[src/rtl/sfifo_pkg.sv]
package sfifo_pkg;

    // head state machine encoding
    typedef enum logic [1:0] {
        HD_IDLE = 2'd0,   // no readable word
        HD_ARM  = 2'd1,   // word stored, head settling
        HD_HOLD = 2'd2    // readable word present
    } head_state_e;

    function automatic int unsigned addr_bits(input int unsigned depth);
        return (depth > 1) ? $clog2(depth) : 1;
    endfunction

    function automatic int unsigned count_bits(input int unsigned depth);
        return $clog2(depth + 1);
    endfunction

endpackage

[src/rtl/fifo_store.sv]
module fifo_store
    import sfifo_pkg::*;
#(
    parameter int unsigned DEPTH = 16,
    parameter int unsigned WIDTH = 8,
    localparam int unsigned AW   = addr_bits(DEPTH),
    localparam int unsigned CW   = count_bits(DEPTH)
) (
    input  logic             clk,
    input  logic             rst_n,
    input  logic             clr,
    input  logic             push,
    input  logic [WIDTH-1:0] wdata,
    input  logic             pop,
    output logic [WIDTH-1:0] head,
    output logic [CW-1:0]    mem_cnt
);

    localparam logic [AW-1:0] LAST = AW'(DEPTH - 1);

    logic [WIDTH-1:0] mem [DEPTH];
    logic [AW-1:0]    wptr;
    logic [AW-1:0]    rptr;

    function automatic logic [AW-1:0] step(input logic [AW-1:0] p);
        return (p == LAST) ? '0 : p + 1'b1;
    endfunction

    always_ff @(posedge clk) begin
        if (push) begin
            mem[wptr] <= wdata;
        end
    end

    always_ff @(posedge clk or negedge rst_n) begin
        if (!rst_n) begin
            wptr <= '0;
            rptr <= '0;
        end else if (clr) begin
            wptr <= '0;
            rptr <= '0;
        end else begin
            if (push) begin
                wptr <= step(wptr);
            end
            if (pop) begin
                rptr <= step(rptr);
            end
        end
    end

    always_ff @(posedge clk or negedge rst_n) begin
        if (!rst_n) begin
            mem_cnt <= '0;
        end else if (clr) begin
            mem_cnt <= '0;
        end else begin
            unique case ({push, pop})
                2'b10:   mem_cnt <= mem_cnt + 1'b1;
                2'b01:   mem_cnt <= mem_cnt - 1'b1;
                default: mem_cnt <= mem_cnt;
            endcase
        end
    end

    assign head = mem[rptr];

endmodule

[src/rtl/fifo_head_fsm.sv]
module fifo_head_fsm
    import sfifo_pkg::*;
#(
    parameter int unsigned WIDTH      = 8,
    parameter int unsigned CW         = 5,
    parameter bit          SHOW_AHEAD = 1'b1
) (
    input  logic             clk,
    input  logic             rst_n,
    input  logic             clr,
    input  logic             rd_req,
    input  logic             push,
    input  logic [CW-1:0]    mem_cnt,
    input  logic [WIDTH-1:0] head,
    output logic             pop,
    output logic [WIDTH-1:0] rd_data,
    output logic             empty,
    output logic             held
);

    head_state_e st;
    head_state_e nxt;
    logic        mem_nz;
    logic        mem_one;
    logic        rd_ok;
    logic        pop_raw;

    assign mem_nz  = (mem_cnt != '0);
    assign mem_one = (mem_cnt == CW'(1));
    assign rd_ok   = rd_req && (st == HD_HOLD);

    generate
        if (SHOW_AHEAD) begin : g_look
            always_comb begin
                nxt     = st;
                pop_raw = 1'b0;
                unique case (st)
                    HD_IDLE: begin
                        if (mem_nz) nxt = HD_ARM;
                    end
                    HD_ARM: begin
                        pop_raw = 1'b1;
                        nxt     = HD_HOLD;
                    end
                    HD_HOLD: begin
                        if (rd_ok) begin
                            if (mem_nz) pop_raw = 1'b1;
                            else        nxt     = HD_IDLE;
                        end
                    end
                    default: nxt = HD_IDLE;
                endcase
            end
        end else begin : g_fetch
            always_comb begin
                nxt     = st;
                pop_raw = 1'b0;
                unique case (st)
                    HD_IDLE: begin
                        if (mem_nz) nxt = HD_ARM;
                    end
                    HD_ARM: begin
                        nxt = HD_HOLD;
                    end
                    HD_HOLD: begin
                        if (rd_ok) begin
                            pop_raw = 1'b1;
                            if (mem_one && !push) nxt = HD_IDLE;
                        end
                    end
                    default: nxt = HD_IDLE;
                endcase
            end
        end
    endgenerate

    assign pop = pop_raw && !clr;

    // state register
    always_ff @(posedge clk or negedge rst_n) begin
        if (!rst_n)   st <= HD_IDLE;
        else if (clr) st <= HD_IDLE;
        else          st <= nxt;
    end

    // output register
    always_ff @(posedge clk or negedge rst_n) begin
        if (!rst_n)   rd_data <= '0;
        else if (pop) rd_data <= head;
    end

    assign empty = (st != HD_HOLD);
    assign held  = SHOW_AHEAD && (st == HD_HOLD);

endmodule

[src/rtl/fifo_level.sv]
module fifo_level #(
    parameter int unsigned DEPTH = 16,
    parameter int unsigned CW    = 5
) (
    input  logic [CW-1:0] mem_cnt,
    input  logic          held,
    output logic [CW-1:0] level,
    output logic          full
);

    localparam logic [CW-1:0] TOP = CW'(DEPTH);

    assign level = mem_cnt + CW'(held);
    assign full  = (level == TOP);

endmodule

[src/rtl/sync_fifo_sa.sv]
module sync_fifo_sa
    import sfifo_pkg::*;
#(
    parameter int unsigned DEPTH      = 16,
    parameter int unsigned WIDTH      = 8,
    parameter bit          SHOW_AHEAD = 1'b1,
    localparam int unsigned CW        = count_bits(DEPTH)
) (
    input  logic             clk,
    input  logic             rst_n,
    input  logic             clr,
    input  logic             wr_req,
    input  logic [WIDTH-1:0] wr_data,
    input  logic             rd_req,
    output logic [WIDTH-1:0] rd_data,
    output logic             empty,
    output logic             full,
    output logic [CW-1:0]    level
);

    logic             push;
    logic             pop;
    logic             held;
    logic [CW-1:0]    mem_cnt;
    logic [WIDTH-1:0] head;

    assign push = wr_req && !full && !clr;

    fifo_store #(.DEPTH(DEPTH), .WIDTH(WIDTH)) u_store (
        .clk     (clk),
        .rst_n   (rst_n),
        .clr     (clr),
        .push    (push),
        .wdata   (wr_data),
        .pop     (pop),
        .head    (head),
        .mem_cnt (mem_cnt)
    );

    fifo_head_fsm #(.WIDTH(WIDTH), .CW(CW), .SHOW_AHEAD(SHOW_AHEAD)) u_head (
        .clk     (clk),
        .rst_n   (rst_n),
        .clr     (clr),
        .rd_req  (rd_req),
        .push    (push),
        .mem_cnt (mem_cnt),
        .head    (head),
        .pop     (pop),
        .rd_data (rd_data),
        .empty   (empty),
        .held    (held)
    );

    fifo_level #(.DEPTH(DEPTH), .CW(CW)) u_level (
        .mem_cnt (mem_cnt),
        .held    (held),
        .level   (level),
        .full    (full)
    );

endmodule

[config.mk]
export PLATFORM = sky130hd
export DESIGN_NAME = sync_fifo_sa
export DESIGN_NICKNAME = d
export VERILOG_FILES = /design/src/rtl/sfifo_pkg.sv /design/src/rtl/fifo_store.sv /design/src/rtl/fifo_head_fsm.sv /design/src/rtl/fifo_level.sv /design/src/rtl/sync_fifo_sa.sv
export SDC_FILE = /design/constraint.sdc
export NUM_CORES = 1
export LEC_CHECK = 0
export BUFFER_PORTS_ARGS = -buffer_cell sky130_fd_sc_hd__clkbuf_2
export CORE_ASPECT_RATIO = 1.5
export CORE_MARGIN = 10
export CORE_UTILIZATION = 62
export CTS_BUF_LIST = sky130_fd_sc_hd__clkbuf_4
export DETAILED_ROUTE_END_ITERATION = 6
export PLACE_DENSITY = 0.84
export SETUP_SLACK_MARGIN = 0.1
export SYNTH_ARGS = -nofsm -noshare
export SYNTH_HDL_FRONTEND = slang
export SYNTH_SLANG_ARGS = --single-unit
[constraint.sdc]
create_clock -name clk -period 6.8 [get_ports clk]
set_input_delay 0.68 -clock clk [delete_from_list [all_inputs] [get_ports clk]]
set_output_delay 0.68 -clock clk [all_outputs]
set_load 0.005 [all_outputs]
; After elaboration in Yosys (flattened, before gate mapping)
; Memory sizes are Yosys's and may differ from the RTL's. A register that Yosys moved wholly into a read port is not among the register bits.
; Index checks and enable logic that the tools add are counted.
[word_totals]
register_bits = 15
input_bits = 13
latch_bits = 0
n_memories = 1
output_inout_bits = 15
mem_bits_rw = 128
mem_bits_ro = 0
[op_classes]
n_bitwise = 0
div = 0
n_shift = 0
muxes = 18
multipliers = 0
eq_ne = 11
reduce_logical = 13
magnitude_cmp = 0
n_addsub = 5
[mem_list]
columns = name, words, word_bits, rd, rd_clocked_by_memory_dff, wr, line
row1 = u_store.mem, 16, 8, 1, 1, 1, fifo_store.sv:21  ; logic [WIDTH-1:0] mem [DEPTH];
[op_table]
columns = op, count
row1 = 4-bit two-way mux, 6
row2 = 5-bit case mux with 2 select lines, 1
row3 = "4-bit by 1-bit adder with 4-bit output, second input constant", 2
row4 = "4-bit equality test, second input constant", 2
row5 = 2-bit two-way mux, 4
row6 = "3-bit != test, second input constant", 2
row7 = 2-bit case mux with 3 select lines, 1
row8 = 5-bit by 1-bit adder with 5-bit output, 1
row9 = "5-bit by 1-bit adder with 5-bit output, second input constant", 1
row10 = "5-bit equality test, second input constant", 1
row11 = 5-bit two-way mux, 1
row12 = 5-bit nonzero test, 1
row13 = "5-bit by 1-bit subtractor with 5-bit output, second input constant", 1
row14 = "2-bit by 1-bit equality test with 1-bit output, second input constant", 2
row15 = "2-bit equality test, second input constant", 2
row16 = 1-bit logical AND, 4
row17 = 1-bit two-way mux, 4
row18 = 2-bit nonzero test, 2
row19 = 1-bit zero test, 3
row20 = "3-bit by 2-bit != test with 1-bit output, second input constant", 1
row21 = 3-bit AND reduction, 1
row22 = 3-bit nonzero test, 1
row23 = 2-bit zero test, 1
row24 = "2-bit != test, second input constant", 1
row25 = 1-bit case mux with 2 select lines, 1

; Depth between registers and ports, before layout
[depth]
word_depth = 9
depth_mapped = 15
depth_no_buf = 15

; Hierarchy
; From an unflattened synthesis, not the netlist that was laid out.
[hier_totals]
hier_cells = 362
hier_area_um2 = 6409.9
[modules_own_cells]
columns = mod, area_each_um2, cells_per_inst, instances
row1 = fifo_store, 5768.0, 308, 1
row2 = fifo_head_fsm, 539.3, 44, 1
row3 = fifo_level, 90.1, 9, 1
row4 = sync_fifo_sa, 12.5, 1, 1

; Worst setup path before layout
; Ideal clock, no wire load.
[synth_path]
kind = register -> register
start = register u_head.st[0]
end = register u_store.mem_cnt[4]
arrival_time_ns = 3.079
path_stages_with_launch = 16
slack_ns = 3.597
synth_period_minus_slack_ns = 3.203
path_cell_list = dfrtp_1 -> inv_1 -> ha_1 -> ha_1 -> ha_1 -> nor3b_1 -> mux2i_1 -> o21ai_0 -> nand3_1 -> inv_1 -> ha_1 -> nor2b_1 -> o21a_1 -> o21ai_0 -> mux2_2 -> nand3_1
[synth_via]
elab_chain_cells = 9
word_cells_on_any_way = 16
cone_classes = add/sub: 1 / eq/ne: 5 / mux: 4 / reduce/logical: 6
[synth_rtl]
columns = item, line
row1 = from (decl), fifo_head_fsm.sv:21  ; head_state_e st;
row2 = from (signal assigned), fifo_head_fsm.sv:83  ; else st <= nxt;
row3 = 2-bit equality test (*), fifo_head_fsm.sv:93  ; assign held = SHOW_AHEAD && (st == HD_HOLD);
row4 = 5-bit by 1-bit adder with 5-bit output (*), fifo_level.sv:13  ; assign level = mem_cnt + CW'(held);
row5 = via level[1], sync_fifo_sa.sv:18  ; output logic [CW-1:0] level
row6 = 5-bit equality test (*), fifo_level.sv:14  ; assign full = (level == TOP);
row7 = 1-bit zero test (*), sync_fifo_sa.sv:27  ; assign push = wr_req && !full && !clr;
row8 = 1-bit logical AND (*) (2 in a row), sync_fifo_sa.sv:27
row9 = 2-bit by 1-bit equality test with 1-bit output or 2-bit equality test (tied branches), fifo_store.sv:58  ; unique case ({push, pop})
row10 = 5-bit case mux with 2 select lines, fifo_store.sv:58
row11 = 5-bit two-way mux, fifo_store.sv:55  ; end else if (clr) begin
row12 = to (signal assigned), fifo_store.sv:59  ; 2'b10: mem_cnt <= mem_cnt + 1'b1;
row13 = to (signal assigned), fifo_store.sv:60  ; 2'b01: mem_cnt <= mem_cnt - 1'b1;
row14 = to (signal assigned), fifo_store.sv:61  ; default: mem_cnt <= mem_cnt;
row15 = to (decl), fifo_store.sv:16  ; output logic [CW-1:0] mem_cnt
; The timed path passes the listed nets; every way through them passes the cells marked *.
; A chain may end at the register's enable or synchronous reset.

; Worst setup path in the final report
[layout_path]
start = register u_head.st[0]
end = memory u_store.mem[8][2], enable pin
[layout_via]
elab_chain_cells = 8
[layout_rtl]
columns = item, line
row1 = 2-bit equality test, fifo_head_fsm.sv:93
row2 = 5-bit by 1-bit adder with 5-bit output, fifo_level.sv:13
row3 = 5-bit equality test, fifo_level.sv:14
row4 = 1-bit zero test, sync_fifo_sa.sv:27
row5 = 1-bit logical AND (2 in a row), sync_fifo_sa.sv:27
row6 = 1-bit two-way mux, fifo_store.sv:30  ; if (push) begin
row7 = 1-bit two-way mux (implied by the code), fifo_store.sv:31  ; mem[wptr] <= wdata;
row8 = to (decl), fifo_store.sv:21
; Every way passes these cells.

==> results.sh <==
export IMPL_synth_area_sq_um=6530
export IMPL_drv_cap=0
export IMPL_synth_seq_cells=151
export IMPL_cts_hold_buf=0
export IMPL_numCtsBuffers=17
export IMPL_area_delta_synth_final_pct=9.20
export IMPL_grt_pass1_wl_microns=20400
export IMPL_required_ps=6960
export IMPL_netlist_instances=359
export IMPL_grt_max_degree=38
export IMPL_cp_num_buf_inv=1
export IMPL_p_clk_frac=0.329
export IMPL_core_area_sq_um=10200
export IMPL_synth_top_cell_area_share=0.589
export IMPL_crit_chain="inv_1, ha_1, ha_1, ha_1, nor3b_1, a31oi_1, o21a_1, nand2_1, nor3_1"
export IMPL_timing_final_crit_share=0.539
export IMPL_p_sw_frac=0.247
export IMPL_via_per_inst=6.43
export IMPL_synth_edff_count=128
export IMPL_slowest_delay_ps=1080
export IMPL_path_delay_family="simple AND/OR/NAND/NOR gates"
export IMPL_dp_hpwl_microns=8410
export IMPL_synth_nets=387
export IMPL_fp_dieH_microns=146
export IMPL_combPwrFrac=0.126
export IMPL_ys_seq_area_frac=0.677
export IMPL_power_internal_mw=1.50
export IMPL_rsz0062_at_grt="no"
export IMPL_grt_usage=0.178
export IMPL_synth_cell_types=41
export IMPL_yosys_warnings=0
export IMPL_synthFlopType="edfxtp_1"
export IMPL_synthTopCellsByArea="edfxtp_1 (59%), mux4_1 (11%), dfrtp_1 (8.8%)"
export IMPL_status="finished clean"
export IMPL_post_place_ws_ps=3200
export IMPL_dieWidth_microns=104
export IMPL_setup_tns_ps=0
export IMPL_htreeDepth=4
export IMPL_clk_pin_slew_ps=150
export IMPL_die_area_sq_um=15100
export IMPL_hold_viol=0
export IMPL_antenna_found_initial=0
export IMPL_io_pins=28
export IMPL_setup_viol=0
export IMPL_power_share_sequential=0.545
export IMPL_r2r_end="u_store.mem[8][2]$_DFFE_PP_"
export IMPL_fin_nets=420
export IMPL_cts_resized=0
export IMPL_clock_root_buffer="clkbuf_4"
export IMPL_fmax_mhz=273
export IMPL_antennaDiodeCount=0
export IMPL_reg2reg_depth=9
export IMPL_start_util=0.641
export IMPL_worstSetupEndpointType="flip-flop"
export IMPL_cpMostUsedCell="ha_1"
export IMPL_drtIter0Drc=303
export IMPL_vias=3510
export IMPL_portBuffers=27
export IMPL_post_cts_buffers=0
export IMPL_crit_type="reg2reg"
export IMPL_tightest_slew_ps=1300
export IMPL_clock_path_buffers=2
export IMPL_avgSynthCellArea_sq_um=18.2
export IMPL_hold_class="in2async"
export IMPL_power_per_cell_area_nw_per_um2=279
export IMPL_routed_wl_microns=13000
export IMPL_drc=0
export IMPL_grt_pass1_vias=3547
export IMPL_synth_async_reset_ratio=0.152
export IMPL_gp_congestion=0.791
export IMPL_maxSlewViolCount=0
export IMPL_worst_path_max_fanout=8
export IMPL_peakVddDrop_uv=232
export IMPL_worst_path_max_delay_cell="nor3_1"
export IMPL_fp_row_count=45
export IMPL_synth_most_common_cell="edfxtp_1"
export IMPL_first_pass_iters=5
export IMPL_yosys_top_cells_count="edfxtp_1 (128), mux4_1 (27), dfrtp_1 (23)"
export IMPL_worst_slack_ps=3140
export IMPL_drive_gt1_frac=0.220
export IMPL_critPathArrivalTime_ps=3820
export IMPL_r2r_start="u_head.st[0]$_DFFE_PN0P_"
export IMPL_ant_nets=0
export IMPL_clk_latency_ps=560
export IMPL_rrSetupSlack_ps=3140
export IMPL_grt_remaining_overflow=0
export IMPL_p_switching_mw=0.491
export IMPL_fill_cells=646
export IMPL_yosysTopAreaCell="edfxtp_1"
export IMPL_p_leak_nw=2.50
export IMPL_wire_per_inst_microns=23.9
export IMPL_skew_ps=28.4
export IMPL_start_kind="flip-flop"
export IMPL_cts_tree="built"
export IMPL_slew_headroom=0.128
export IMPL_clkSinkCount=151
export IMPL_layout_min_cycle_time_ps=3660
## layout by cell type, fill, tap and decap left out, drive strengths merged, types with 5 or more instances in the layout
cell type,n
nand2,16
nand3,10
edfxtp,128
mux2,10
nor3b,5
mux4,40
inv,15
nor2,21
a21oi,8
nor3,5
dfrtp,23
clkbuf,44
bufinv,5
o21ai,9
ha,14
## area by class of cell
cell class	count	area [sq um]	share of cell area
clock inverters	15	225	0.0316
multi-input cells	180	1980	0.277
clock buffers	17	128	0.0179
flip-flops and latches	151	4420	0.620
well taps	141	176	0.0247
inverters	12	45.0	0.00632
repair buffers	30	158	0.0221
## metal layers
metal	vias up	wire, microns	track usage
met4	0	674	0.106
met1	1794	4910	0.206
met2	154	6700	0.294
li1	1523	-	-
met3	39	758	0.0447
met5	-	0	0
## kinds of logic after synthesis
logic type               Yosys count  synth area share
buffers and inverters             28            0.0213
flip-flops                       151             0.677
AND/OR/NAND/NOR                   68            0.0494
multiplexers                      53             0.175
adder cells (fa/ha/maj)           15            0.0299
AO/OA/AOI/OAI                     36            0.0366
XOR/XNOR                           8            0.0107
## flip-flops by register name, summed over array words and instances, names as in the netlist
signal and cells:
u_store.mem 128, u_head.rd_data 8, u_store.mem_cnt 5, u_store.rptr 4
u_store.wptr 4, u_head.st 2
## per-stage QoR
stage	total power [mW]	utilization	cells	hold slack (ps)	instance area, sq um
detailed placement	1.36	0.665	514	494	6780
floorplan	1.27	-	359	384	6530
global route	2.07	0.700	546	109	7130
finish	1.99	0.700	546	109	7130
global placement	1.35	0.665	514	491	6780
CTS	2.00	0.700	546	111	7130
## how the worst max path moves through the flow
stage	slack (ps)	endpoint	start	cells past startpoint
after floorplan	3600	u_store.mem_cnt[4]$_DFFE_PN0P_	u_head.st[0]$_DFFE_PN0P_	15
after global placement	3340	u_store.mem[8][3]$_DFFE_PP_	u_head.st[0]$_DFFE_PN0P_	9
after detailed placement	3200	u_store.mem_cnt[4]$_DFFE_PN0P_	u_head.st[0]$_DFFE_PN0P_	15
after CTS	3120	u_store.mem_cnt[4]$_DFFE_PN0P_	u_head.st[0]$_DFFE_PN0P_	15
after global routing	2830	u_store.mem_cnt[3]$_DFFE_PN0P_	u_head.st[0]$_DFFE_PN0P_	15
final	3140	u_store.mem[8][2]$_DFFE_PP_	u_head.st[0]$_DFFE_PN0P_	9
## power groups by stage
stage          Clock, mW  Sequential [mW]  Combinational, mW
2_1_floorplan          0             1.08              0.196
3_3_place_gp           0             1.10              0.244
3_5_place_dp           0             1.10              0.254
4_1_cts            0.663             1.08              0.256
5_1_grt            0.705             1.09              0.279
6_report           0.654             1.08              0.252
(Power assumes the default switching activity.)
